**config.mk**
```make
export PLATFORM = sky130hd
export DESIGN_NAME = tsm_csr_bank
export DESIGN_NICKNAME = d
export VERILOG_FILES = /design/src/rtl/tsm_csr_pkg.sv /design/src/rtl/tsm_alias_decode.sv /design/src/rtl/tsm_csr_cell.sv /design/src/rtl/tsm_readback.sv /design/src/rtl/tsm_csr_bank.sv
export SDC_FILE = /design/constraint.sdc
export NUM_CORES = 1
export LEC_CHECK = 0
export BUFFER_PORTS_ARGS = -buffer_cell sky130_fd_sc_hd__buf_4
export CORE_ASPECT_RATIO = 2
export CORE_MARGIN = 3
export CORE_UTILIZATION = 40
export CTS_CLUSTER_SIZE = 28
export DETAILED_ROUTE_END_ITERATION = 8
export PLACE_DENSITY_LB_ADDON = 0.3
export SYNTH_ARGS = -nofsm -noshare
export SYNTH_HDL_FRONTEND = slang
export SYNTH_HIERARCHICAL = 1
export SYNTH_SLANG_ARGS = --single-unit
```
**constraint.sdc**
```tcl
create_clock -name clk -period 3.1 [get_ports clk]
set_input_delay 0.31 -clock clk [delete_from_list [all_inputs] [get_ports clk]]
set_output_delay 0.31 -clock clk [all_outputs]
set_load 0.03 [all_outputs]
```
**src/rtl/tsm_csr_pkg.sv**
```systemverilog
package tsm_csr_pkg;

  localparam int CSR_DW   = 32;
  localparam int NUM_REGS = 6;
  localparam int SLOT_LSB = 4;   // slot index starts at this address bit
  localparam int OP_LSB   = 2;   // alias word select bits [3:2]

  typedef enum logic [1:0] {
    OP_BASE = 2'd0,
    OP_SET  = 2'd1,
    OP_CLR  = 2'd2,
    OP_TOG  = 2'd3
  } alias_op_e;

  typedef enum logic {
    KIND_RW  = 1'b0,
    KIND_W1C = 1'b1
  } reg_kind_e;

  localparam int IDX_ALARM  = 0;
  localparam int IDX_STATUS = 1;
  localparam int IDX_THRESH = 2;
  localparam int IDX_MEAS   = 3;
  localparam int IDX_PERIOD = 4;
  localparam int IDX_DIV    = 5;

  // bit positions the rest of the monitor decodes
  localparam int BIT_ALARM_FLAG = 9;
  localparam int BIT_LIVE_LEVEL = 13;
  localparam int BIT_READY_FLAG = 16;
  localparam int BIT_START      = 30;
  localparam int BIT_STOP       = 29;

  function automatic logic [11:0] reg_ofs(input int idx);
    case (idx)
      IDX_ALARM:  return 12'h000;
      IDX_STATUS: return 12'h010;
      IDX_THRESH: return 12'h030;
      IDX_MEAS:   return 12'h200;
      IDX_PERIOD: return 12'h270;
      default:    return 12'h280;
    endcase
  endfunction

  function automatic logic [CSR_DW-1:0] reg_mask(input int idx);
    case (idx)
      IDX_ALARM:  return 32'h0000_020C;
      IDX_STATUS: return 32'h0001_0200;
      IDX_THRESH: return 32'hFFFF_0000;
      IDX_MEAS:   return 32'h830C_0000;
      IDX_PERIOD: return 32'h00FF_FFFF;
      default:    return 32'h80FF_0000;
    endcase
  endfunction

  function automatic logic [CSR_DW-1:0] reg_rst(input int idx);
    return (idx == IDX_PERIOD) ? 32'h0002_7100 : 32'h0;
  endfunction

  function automatic reg_kind_e reg_kind(input int idx);
    return (idx == IDX_STATUS) ? KIND_W1C : KIND_RW;
  endfunction

endpackage

```
**src/rtl/tsm_alias_decode.sv**
```systemverilog
module tsm_alias_decode
  import tsm_csr_pkg::*;
#(
  parameter int ADDR_W = 12
) (
  input  logic [ADDR_W-1:OP_LSB] addr,
  output logic [NUM_REGS-1:0]    sel,
  output alias_op_e              op
);

  localparam int SLOT_W = ADDR_W - SLOT_LSB;

  for (genvar i = 0; i < NUM_REGS; i++) begin : g_match
    localparam logic [SLOT_W-1:0] SLOT_ID = SLOT_W'(reg_ofs(i) >> SLOT_LSB);
    assign sel[i] = (addr[ADDR_W-1:SLOT_LSB] == SLOT_ID);
  end

  assign op = alias_op_e'(addr[SLOT_LSB-1:OP_LSB]);

endmodule

```
**src/rtl/tsm_csr_cell.sv**
```systemverilog
module tsm_csr_cell
  import tsm_csr_pkg::*;
#(
  parameter int               DW   = 32,
  parameter logic [DW-1:0]    MASK = '1,
  parameter logic [DW-1:0]    RST  = '0,
  parameter reg_kind_e        KIND = KIND_RW
) (
  input  logic          clk,
  input  logic          rst_n,
  input  logic          wr,
  input  alias_op_e     op,
  input  logic [DW-1:0] wdata,
  input  logic [DW-1:0] hw_set,
  output logic [DW-1:0] q
);

  logic [DW-1:0] nxt;

  if (KIND == KIND_W1C) begin : g_w1c
    logic [DW-1:0] cleared;
    always_comb begin
      cleared = (wr && op == OP_CLR) ? (q & ~wdata) : q;
      nxt     = cleared | hw_set;   // a hardware event wins over a clear
    end
  end else begin : g_rw
    logic unused_hw;
    assign unused_hw = ^hw_set;
    always_comb begin
      nxt = q;
      if (wr) begin
        case (op)
          OP_BASE: nxt = wdata;
          OP_SET:  nxt = q | wdata;
          OP_CLR:  nxt = q & ~wdata;
          default: nxt = q ^ wdata;
        endcase
      end
    end
  end

  always_ff @(posedge clk or negedge rst_n) begin
    if (!rst_n) q <= RST & MASK;
    else        q <= nxt & MASK;
  end

endmodule

```
**src/rtl/tsm_readback.sv**
```systemverilog
module tsm_readback
  import tsm_csr_pkg::*;
#(
  parameter int DW = 32
) (
  input  logic                         clk,
  input  logic                         rst_n,
  input  logic [NUM_REGS-1:0]          sel,
  input  logic [NUM_REGS-1:0][DW-1:0]  vals,
  output logic [DW-1:0]                rdata
);

  logic [DW-1:0] mux;

  always_comb begin
    mux = '0;
    for (int i = 0; i < NUM_REGS; i++) begin
      mux = mux | (vals[i] & {DW{sel[i]}});
    end
  end

  always_ff @(posedge clk or negedge rst_n) begin
    if (!rst_n) rdata <= '0;
    else        rdata <= mux;
  end

endmodule

```
**src/rtl/tsm_csr_bank.sv**
```systemverilog
module tsm_csr_bank
  import tsm_csr_pkg::*;
#(
  parameter int ADDR_W = 12
) (
  input  logic              clk,
  input  logic              rst_n,
  input  logic [ADDR_W-1:0] bus_addr,
  input  logic              bus_we,
  input  logic [31:0]       bus_wdata,
  output logic [31:0]       bus_rdata,
  input  logic              hw_alarm_evt,
  input  logic              hw_ready_evt,
  input  logic              alarm_level,
  output logic              mon_en,
  output logic              start_pulse,
  output logic              stop_pulse,
  output logic [1:0]        meas_mode,
  output logic [1:0]        res_sel,
  output logic              alarm_ie,
  output logic [1:0]        cmp_mode,
  output logic [15:0]       thresh,
  output logic [23:0]       period,
  output logic              div_en,
  output logic [7:0]        div_val,
  output logic              irq
);

  localparam int DW = CSR_DW;

  logic [NUM_REGS-1:0]         sel;
  logic [NUM_REGS-1:0]         wr_hit;
  alias_op_e                   op;
  logic [NUM_REGS-1:0][DW-1:0] q;
  logic [NUM_REGS-1:0][DW-1:0] hw_set;
  logic [NUM_REGS-1:0][DW-1:0] rb_vals;
  logic                        unused_addr_lo;

  assign unused_addr_lo = ^bus_addr[OP_LSB-1:0];

  tsm_alias_decode #(.ADDR_W(ADDR_W)) u_dec (
    .addr (bus_addr[ADDR_W-1:OP_LSB]),
    .sel  (sel),
    .op   (op)
  );

  assign wr_hit = sel & {NUM_REGS{bus_we}};

  always_comb begin
    hw_set = '0;
    hw_set[IDX_STATUS][BIT_ALARM_FLAG] = hw_alarm_evt;
    hw_set[IDX_STATUS][BIT_READY_FLAG] = hw_ready_evt;
  end

  for (genvar i = 0; i < NUM_REGS; i++) begin : g_reg
    tsm_csr_cell #(
      .DW   (DW),
      .MASK (reg_mask(i)),
      .RST  (reg_rst(i)),
      .KIND (reg_kind(i))
    ) u_cell (
      .clk    (clk),
      .rst_n  (rst_n),
      .wr     (wr_hit[i]),
      .op     (op),
      .wdata  (bus_wdata),
      .hw_set (hw_set[i]),
      .q      (q[i])
    );
  end

  // the live comparator level is merged into the status word on read
  always_comb begin
    rb_vals = q;
    rb_vals[IDX_STATUS][BIT_LIVE_LEVEL] = alarm_level;
  end

  tsm_readback #(.DW(DW)) u_rb (
    .clk   (clk),
    .rst_n (rst_n),
    .sel   (sel),
    .vals  (rb_vals),
    .rdata (bus_rdata)
  );

  // start/stop requests: stored value is always 0, so base, set and toggle
  // all raise the bit; the clear word never does
  logic req_ok;
  assign req_ok = wr_hit[IDX_MEAS] && (op != OP_CLR);

  always_ff @(posedge clk or negedge rst_n) begin
    if (!rst_n) begin
      start_pulse <= 1'b0;
      stop_pulse  <= 1'b0;
    end else begin
      start_pulse <= req_ok && bus_wdata[BIT_START];
      stop_pulse  <= req_ok && bus_wdata[BIT_STOP];
    end
  end

  assign cmp_mode  = q[IDX_ALARM][3:2];
  assign alarm_ie  = q[IDX_ALARM][9];
  assign thresh    = q[IDX_THRESH][31:16];
  assign mon_en    = q[IDX_MEAS][31];
  assign meas_mode = q[IDX_MEAS][25:24];
  assign res_sel   = q[IDX_MEAS][19:18];
  assign period    = q[IDX_PERIOD][23:0];
  assign div_en    = q[IDX_DIV][31];
  assign div_val   = q[IDX_DIV][23:16];
  assign irq       = alarm_ie && q[IDX_STATUS][BIT_ALARM_FLAG];

endmodule

```
==> flow_summary.ini, run 1 <==
[worst_hold_path]
worstHoldStart = hw_ready_evt
hold_class = input port to flip-flop

[cts]
path_clk_slew_ps = 70
numCtsBuffers = 9
post_cts_buffers = 0
insertion_delay_ps = 360
cts.sinks = 93
htree_levels = 3
cts_tree = built
clk_path_buf_depth = 2
root_buffer = clkbuf_16

[flow_run]
cap_violations = 0

[global_routing]
grt_pass1_vias = 6589
antenna_found_initial = 0
grt_first_pass_wirelength_mm = 35.7
overflow = 0
grt_max_degree = 67
gr-usage-all-layers = 0.186

[drt]
wire_per_inst_um = 17.3
remaining_drc_errors = 0
drtPass1Iterations = 5
postRouteAntennaNets = 0
via_per_inst = 4.99
vias = 6440
drt_iter0_markers = 270
wl_mm = 22.3

[pwr]
ir_drop_mv = 0.187
power_density_mw_per_mm2 = 339
leakagePower_nw = 4.99
total_power_mw = 3.33

[critical_path]
critPathLaunch = bus_addr[9]
critPathLaunchType = input port
crit_chain = buf_4, or4_4, nor4_2, and2_2, nor2b_4, o211ai_1, o221ai_1
path_max_fanout = 16
worst-endpoint-arrival_ps = 2430
cp_slowest_cell = or4_4
r2r_start = g_reg[4].u_cell/q[8]$_DFFE_PN1P_
max_stage_delay_ps = 580
path_class = input port to flip-flop
endpoint_kind = flip-flop
crit_required_ps = 3370

[place]
port-buffer-count = 139
placed_area_mm2 = 0.00952
gp_congestion = 0.736
dp_hpwl_mm = 16.1
dpl.cell_count = 1274

[sta]
maxSlewHeadroom = 0.483
fin_crit_sh = 0.698
finalCriticalPeriod_ps = 2160
finalHoldViolCount = 0
rsz0062_at_grt = no
setup_viol = 0
worst_pin_slew_ps = 772
setup_tns_ps = 0
fmax_mhz = 462
skew_ps = 7.45
drv_slew = 0

[synth]
syn_inst = 907
synth_area_mm2 = 0.00896
syn_area_per_cell_um2 = 9.88
yosysWarnings = 6

[final_layout]
fillers = 2118
fin_area_mm2 = 0.00982
drive_above_1_share = 0.252
instances_no_fill = 1291
nNetsFinal = 1177
diodes = 0
area_growth_pct = 9.65

[floorplanning]
num_rows = 76
fp.dieArea_mm2 = 0.0243
dieWidth_um = 112
core_area_mm2 = 0.0218
ios = 142
fp.dieH_um = 218
start_util = 0.411

[run_status]
status = finished clean
-- through the flow --
stage           util  hold WS [ps]  worst slack (ps)
2_1_floorplan      -          14.4               605
3_3_place_gp   0.437           352               570
3_5_place_dp   0.437           355               553
4_1_cts        0.451           109               934
5_1_grt        0.451           110               835
6_report       0.451           129               937
-- what timing repair did --
item | CTS | global route
hold endpoints to repair | 41 | 0
gates resized for setup | 0 | 0
hold buffers | 1 | 0
-- critical path, delay by kind of cell --
family / cells / cell delay [ps]
buffers and inverters: 1 / 110
AOI/OAI and AO/OA: 2 / 280
and+or+nand+nor: 4 / 1720
-- cell type report --
class                           count  area, um^2  area share
Inverter                          116         435      0.0443
Timing Repair Buffer              155        1210       0.123
Clock inverter                      4        47.5     0.00484
Multi-Input combinational cell    638        5210       0.530
Clock buffer                       12         246      0.0251
Tap cell                          273         342      0.0348
Sequential cell                    93        2330       0.238
-- sequential cells by signal (all words and copies together) (netlist names) --
register / cells
g.u_cell/q: 59
u_rb/rdata: 32
start_pulse: 1
stop_pulse: 1
-- per-layer routing --
layer / global-route usage / vias to the layer above / wire (um)
li1: - / 3151 / -
met1: 0.209 / 3131 / 8640
met2: 0.347 / 132 / 12200
met3: 0.0308 / 26 / 921
met4: 0.0702 / 0 / 571
met5: 0 / - / 0
-- report_power, final --
group	leakage [nW]	internal [mW]	switching, mW
clock network	0.143	0.645	0.499
logic	3.82	0.325	0.483
registers	1.03	1.28	0.0957
-- cell usage in the layout, fill, tap and decap left out, types with 3 or more instances in the layout --
master	n
o22ai_1	11
clkbuf_16	9
a22oi_1	83
ha_1	114
and2_2	5
o211ai_2	29
buf_4	150
nand2_2	4
dfrtp_1	88
nand3_1	32
a21o_1	13
o211ai_1	17
mux2i_1	68
conb_1	132
a22oi_2	13
buf_12	3
inv_1	116
dfstp_2	5
nor4_2	3
nand2_1	49
o221ai_1	25
o221ai_2	21
-- final timing paths --
| kind | end | cells after the start | slack (ps) |
|---|---|---|---|
| setup / recovery | g_reg[2].u_cell/q[23]$_DFFE_PN0P_ | 7 | 940 |
| hold / removal | g_reg[1].u_cell/q[16]$_DFF_PN0_ | 2 | 130 |
| setup reg to reg | g_reg[4].u_cell/q[8]$_DFFE_PN1P_ | 5 | 1720 |
| hold reg to reg | g_reg[1].u_cell/q[16]$_DFF_PN0_ | 1 | 480 |
| max in group asynchronous | g_reg[4].u_cell/q[17]$_DFFE_PN1P_ | 3 | 1860 |
| min in group asynchronous | u_rb/rdata[2]$_DFF_PN0_ | 2 | 480 |
No activity file was read; power rests on OpenSTA's default activity.
==> run 2, diff against run 1 <==
Clock period 3.1 ns to 2.1 ns, I/O delays scaled along.
==> run 2 against run 1 <==
Effect of this change:
- critical path depth up 1
- clock-buffer cell count down 3
- power up 52%
==> flow_summary.ini, run 2 (synthesized netlist as in run 1, its figures left out) <==
[run_status]
status = finished clean

[critical_path]
ff2ff_path_depth = 5
path_max_fanout = 15
cp_slowest_cell = or4b_4
cpLargestDelayFamily = simple AND/OR/NAND/NOR gates
crit_chain = buf_4, or4b_4, nor4_4, and2_2, nor2b_4, buf_12, o211ai_2, o221ai_2
critPathLaunch = bus_addr[8]
path_class = input port to flip-flop
critPathLaunchType = input port
r2r_start = g_reg[4].u_cell/q[8]$_DFFE_PN1P_
worst-endpoint-arrival_ps = 2000
cp_num_buf_inv = 2
rrSetupSlack_ps = 720
max_stage_delay_ps = 600
endpoint_kind = flip-flop
cp.depth = 8
setup.worst_path.end = g_reg[4].u_cell/q[11]$_DFFE_PN0P_
crit_required_ps = 2380
timing.rr.end = g_reg[4].u_cell/q[8]$_DFFE_PN1P_

[floorplanning]
ios = 142
core_area_mm2 = 0.0218
start_util = 0.411
fp.dieArea_mm2 = 0.0243
fp.dieH_um = 218
num_rows = 76
dieWidth_um = 112

[sta]
hold_slack_ps = 28.2
finalHoldViolCount = 0
fin_crit_sh = 0.818
drv_slew = 0
maxSlewHeadroom = 0.628
fmax_mhz = 582
worst_pin_slew_ps = 559
setup_viol = 0
skew_ps = 10.0
finalCriticalPeriod_ps = 1720
rsz0062_at_grt = no
setup_tns_ps = 0

[drt]
remaining_drc_errors = 0
drtPass1Iterations = 6
wl_mm = 22.3
via_per_inst = 4.95
postRouteAntennaNets = 0
wire_per_inst_um = 17.1
drt_iter0_markers = 253
vias = 6476

[pwr]
power_density_mw_per_mm2 = 500
ir_drop_mv = 0.383
leakagePower_nw = 5.12

[global_routing]
overflow = 0
grt_pass1_vias = 6878
antenna_found_initial = 0
grt_max_degree = 54
gr-usage-all-layers = 0.189
grt_first_pass_wirelength_mm = 36.4

[cts]
cts_resized = 0
htree_levels = 3
post_cts_buffers = 0
insertion_delay_ps = 360
root_buffer = clkbuf_16
cts-hold-fix-buffers = 1
numCtsBuffers = 9
cts.sinks = 93
clk_path_buf_depth = 2
cts_tree = built
path_clk_slew_ps = 70

[final_layout]
final_cell_mix = buf_4, conb_1, inv_1, ha_1, dfrtp_1
area_growth_pct = 12.7
final_common_cell = buf_4
nNetsFinal = 1193
instances_no_fill = 1307
regMostFlops = g.u_cell/q
fin_area_mm2 = 0.0101
drive_above_1_share = 0.266
largest_reg_flops = 59
reg_top3 = g.u_cell/q: 59 flops, u_rb/rdata: 32 flops
fin_util = 0.464
diodes = 0

[flow_run]
cap_violations = 0

[place]
dpl.cell_count = 1290
port-buffer-count = 139
dp_hpwl_mm = 16.9
placed_area_mm2 = 0.00977
gp_congestion = 0.809

[worst_hold_path]
hold_class = input port to flip-flop
run 2: worst min path at each step:
stage	start	endpoint	cells past startpoint
floorplan	rst_n	g_reg[0].u_cell/q[2]$_DFFE_PN0P_	0
global placement	rst_n	g_reg[4].u_cell/q[2]$_DFFE_PN0P_	1
detailed placement	rst_n	g_reg[4].u_cell/q[2]$_DFFE_PN0P_	1
CTS	hw_alarm_evt	g_reg[1].u_cell/q[9]$_DFF_PN0_	2
global route	hw_alarm_evt	g_reg[1].u_cell/q[9]$_DFF_PN0_	2
finish	hw_alarm_evt	g_reg[1].u_cell/q[9]$_DFF_PN0_	2
run 2: report_power, final:
part	internal (mW)	switching [mW]
Combinational	0.490	0.722
Sequential	1.90	0.144
Clock	1.04	0.761
run 2: per-layer routing:
metal | global-route usage | share of wire | up-vias
met2 | 0.356 | 0.55 | 133
met4 | 0.0711 | 0.020 | 0
met3 | 0.0358 | 0.044 | 23
met5 | 0 | 0 | -
met1 | 0.205 | 0.39 | 3131
li1 | - | - | 3189
run 2: per-stage QoR:
stage	setup WS (ps)	total power, mW
floorplan	71.2	2.99
global placement	19.7	3.25
detailed placement	6.90	3.29
CTS	395	5.12
global route	293	5.31
finish	382	5.05
run 2: cell type report:
cell class | count | area, um^2
clock buffer | 9 | 225
clock inverter | 7 | 90.1
fill | 2110 | 11700
inverter | 116 | 435
multi-input combinational | 638 | 5230
sequential | 93 | 2330
tap | 273 | 342
timing repair buffer | 171 | 1440
==> run 3, diff against run 2 <==
Clock period 2.1 ns to 1.6 ns, I/O delays scaled along.
==> run 3 against run 2 <==
Effect of this change:
- the flow now finishes with violations (setup timing)
- clock power is 14% higher
- final cell count increased by 1.8%
- clock skew is 1.4 ps lower
- critical path type unchanged
- critical endpoint is now g_reg[5].u_cell/q[18]$_DFFE_PN0P_
==> flow_summary.ini, run 3 (synthesized netlist as in run 1, its figures left out) <==
[run_status]
status = finished, violations left
violations = setup timing

[final_layout]
drive_above_1_share = 0.282
diodes = 0
regMostFlops = g.u_cell/q
fin_area_mm2 = 0.0103
largest_reg_flops = 59
final_cell_mix = buf_4, conb_1, inv_1, ha_1, dfrtp_1
nNetsFinal = 1217
final_common_cell = buf_4
area_growth_pct = 15.1
reg_top3 = g.u_cell/q: 59 flops, u_rb/rdata: 32 flops
instances_no_fill = 1331

[drt]
wire_per_inst_um = 17.6
via_per_inst = 5.07
remaining_drc_errors = 0
vias = 6752
wl_mm = 23.4
drtPass1Iterations = 4
postRouteAntennaNets = 0
drt_iter0_markers = 275

[worst_hold_path]
hold_class = input port to flip-flop
worstHoldStart = bus_wdata[12]
hold_end = g_reg[4].u_cell/q[12]$_DFFE_PN1P_
hold_depth = 3

[floorplanning]
fp.dieArea_mm2 = 0.0243
num_rows = 76
core_area_mm2 = 0.0218
fp.dieH_um = 218
ios = 142
start_util = 0.411
dieWidth_um = 112

[critical_path]
critPathLaunchType = input port
ff2ff_path_depth = 5
worst-endpoint-arrival_ps = 1870
path_class = input port to flip-flop
crit_required_ps = 1860
critPathLaunch = bus_addr[10]
endpoint_kind = flip-flop
path_max_fanout = 8
rrSetupSlack_ps = 240
r2r_start = g_reg[4].u_cell/q[8]$_DFFE_PN1P_
timing.rr.end = g_reg[4].u_cell/q[8]$_DFFE_PN1P_

[sta]
final.setup.worst_slack_ps = -6.64
finalCriticalPeriod_ps = 1610
finalHoldViolCount = 0
drv_slew = 0
setup_viol = 2
fmax_mhz = 622
setup_tns_ps = -11.4
rsz0062_at_grt = yes
skew_ps = 8.58
hold_slack_ps = 45.3
fin_crit_sh = 1.00

[cts]
root_buffer = clkbuf_16
cts.sinks = 93
clk_path_buf_depth = 2
path_clk_slew_ps = 70
insertion_delay_ps = 360
numCtsBuffers = 9
htree_levels = 3
cts_tree = built

[place]
dpl.cell_count = 1308
gp_congestion = 0.789
placed_area_mm2 = 0.00991
port-buffer-count = 139
dp_hpwl_mm = 17.7

[global_routing]
grt_first_pass_wirelength_mm = 37.1
grt_max_degree = 33
overflow = 0
antenna_found_initial = 0
grt_pass1_vias = 6764
gr-usage-all-layers = 0.193

[flow_run]
cap_violations = 0

[pwr]
seqPwrFrac = 0.419
total_power_mw = 6.38
internal_power_mw = 4.26
combPwrFrac = 0.258
netSwitchingFraction = 0.333
power_density_mw_per_mm2 = 619
p_sw_mw = 2.12
leakagePower_nw = 5.25
ir_drop_mv = 0.542
clkPwrFrac = 0.323
[run 3: worst max-delay path by stage]
| stage | slack, ps | cells past startpoint | endpoint |
|---|---|---|---|
| detailed placement | -380 | 8 | g_reg[5].u_cell/q[31]$_DFFE_PN0P_ |
| global route | -60 | 8 | g_reg[5].u_cell/q[20]$_DFFE_PN0P_ |
| CTS | 3 | 8 | g_reg[5].u_cell/q[31]$_DFFE_PN0P_ |
| floorplan | -380 | 9 | g_reg[2].u_cell/q[22]$_DFFE_PN0P_ |
| global placement | -360 | 8 | g_reg[5].u_cell/q[20]$_DFFE_PN0P_ |
| finish | -7 | 8 | g_reg[5].u_cell/q[18]$_DFFE_PN0P_ |
[run 3: power groups by stage]
stage | Combinational (mW) | Sequential [mW] | Clock, mW
detailed placement | 1.64 | 2.72 | 0
floorplan | 1.02 | 2.91 | 0
global route | 1.83 | 2.70 | 2.20
CTS | 1.65 | 2.68 | 2.12
finish | 1.65 | 2.67 | 2.06
global placement | 1.58 | 2.72 | 0
[run 3: stage by stage]
stage	worst slack, ps	utilization
after floorplan	-378	-
after global placement	-362	0.455
after detailed placement	-376	0.455
after CTS	2.76	0.468
after global routing	-64.7	0.474
final	-6.64	0.474
[run 3: final cells by class]
type,instances,area (um^2)
fillers,2089,11500
multi-input cells,638,5270
flip-flops and latches,93,2330
repair buffers,195,1670
inverters,116,435
well taps,273,342
clock buffers,14,254
clock inverters,2,10.0
[run 3: what timing repair did]
item / in CTS / in global routing
resized for setup: 0 / 16
hold buffers: 3 / 0
setup buffers: 0 / 2
hold endpoints to repair: 59 / 0
setup endpoints to repair: 0 / 15
[run 3: per-layer routing]
layer | up-vias | track usage | share of wire
met5 | - | 0 | 0
met4 | 0 | 0.0905 | 0.037
met3 | 39 | 0.0275 | 0.036
met2 | 151 | 0.353 | 0.55
met1 | 3325 | 0.219 | 0.38
li1 | 3237 | - | -
[run 3: worst max-delay path, stage by stage]
cell	delay, ps
buf_6	90
or4b_4	590
nor4_4	350
and2_4	210
buf_6	110
buf_8	130
o22ai_1	80
a21o_1	150
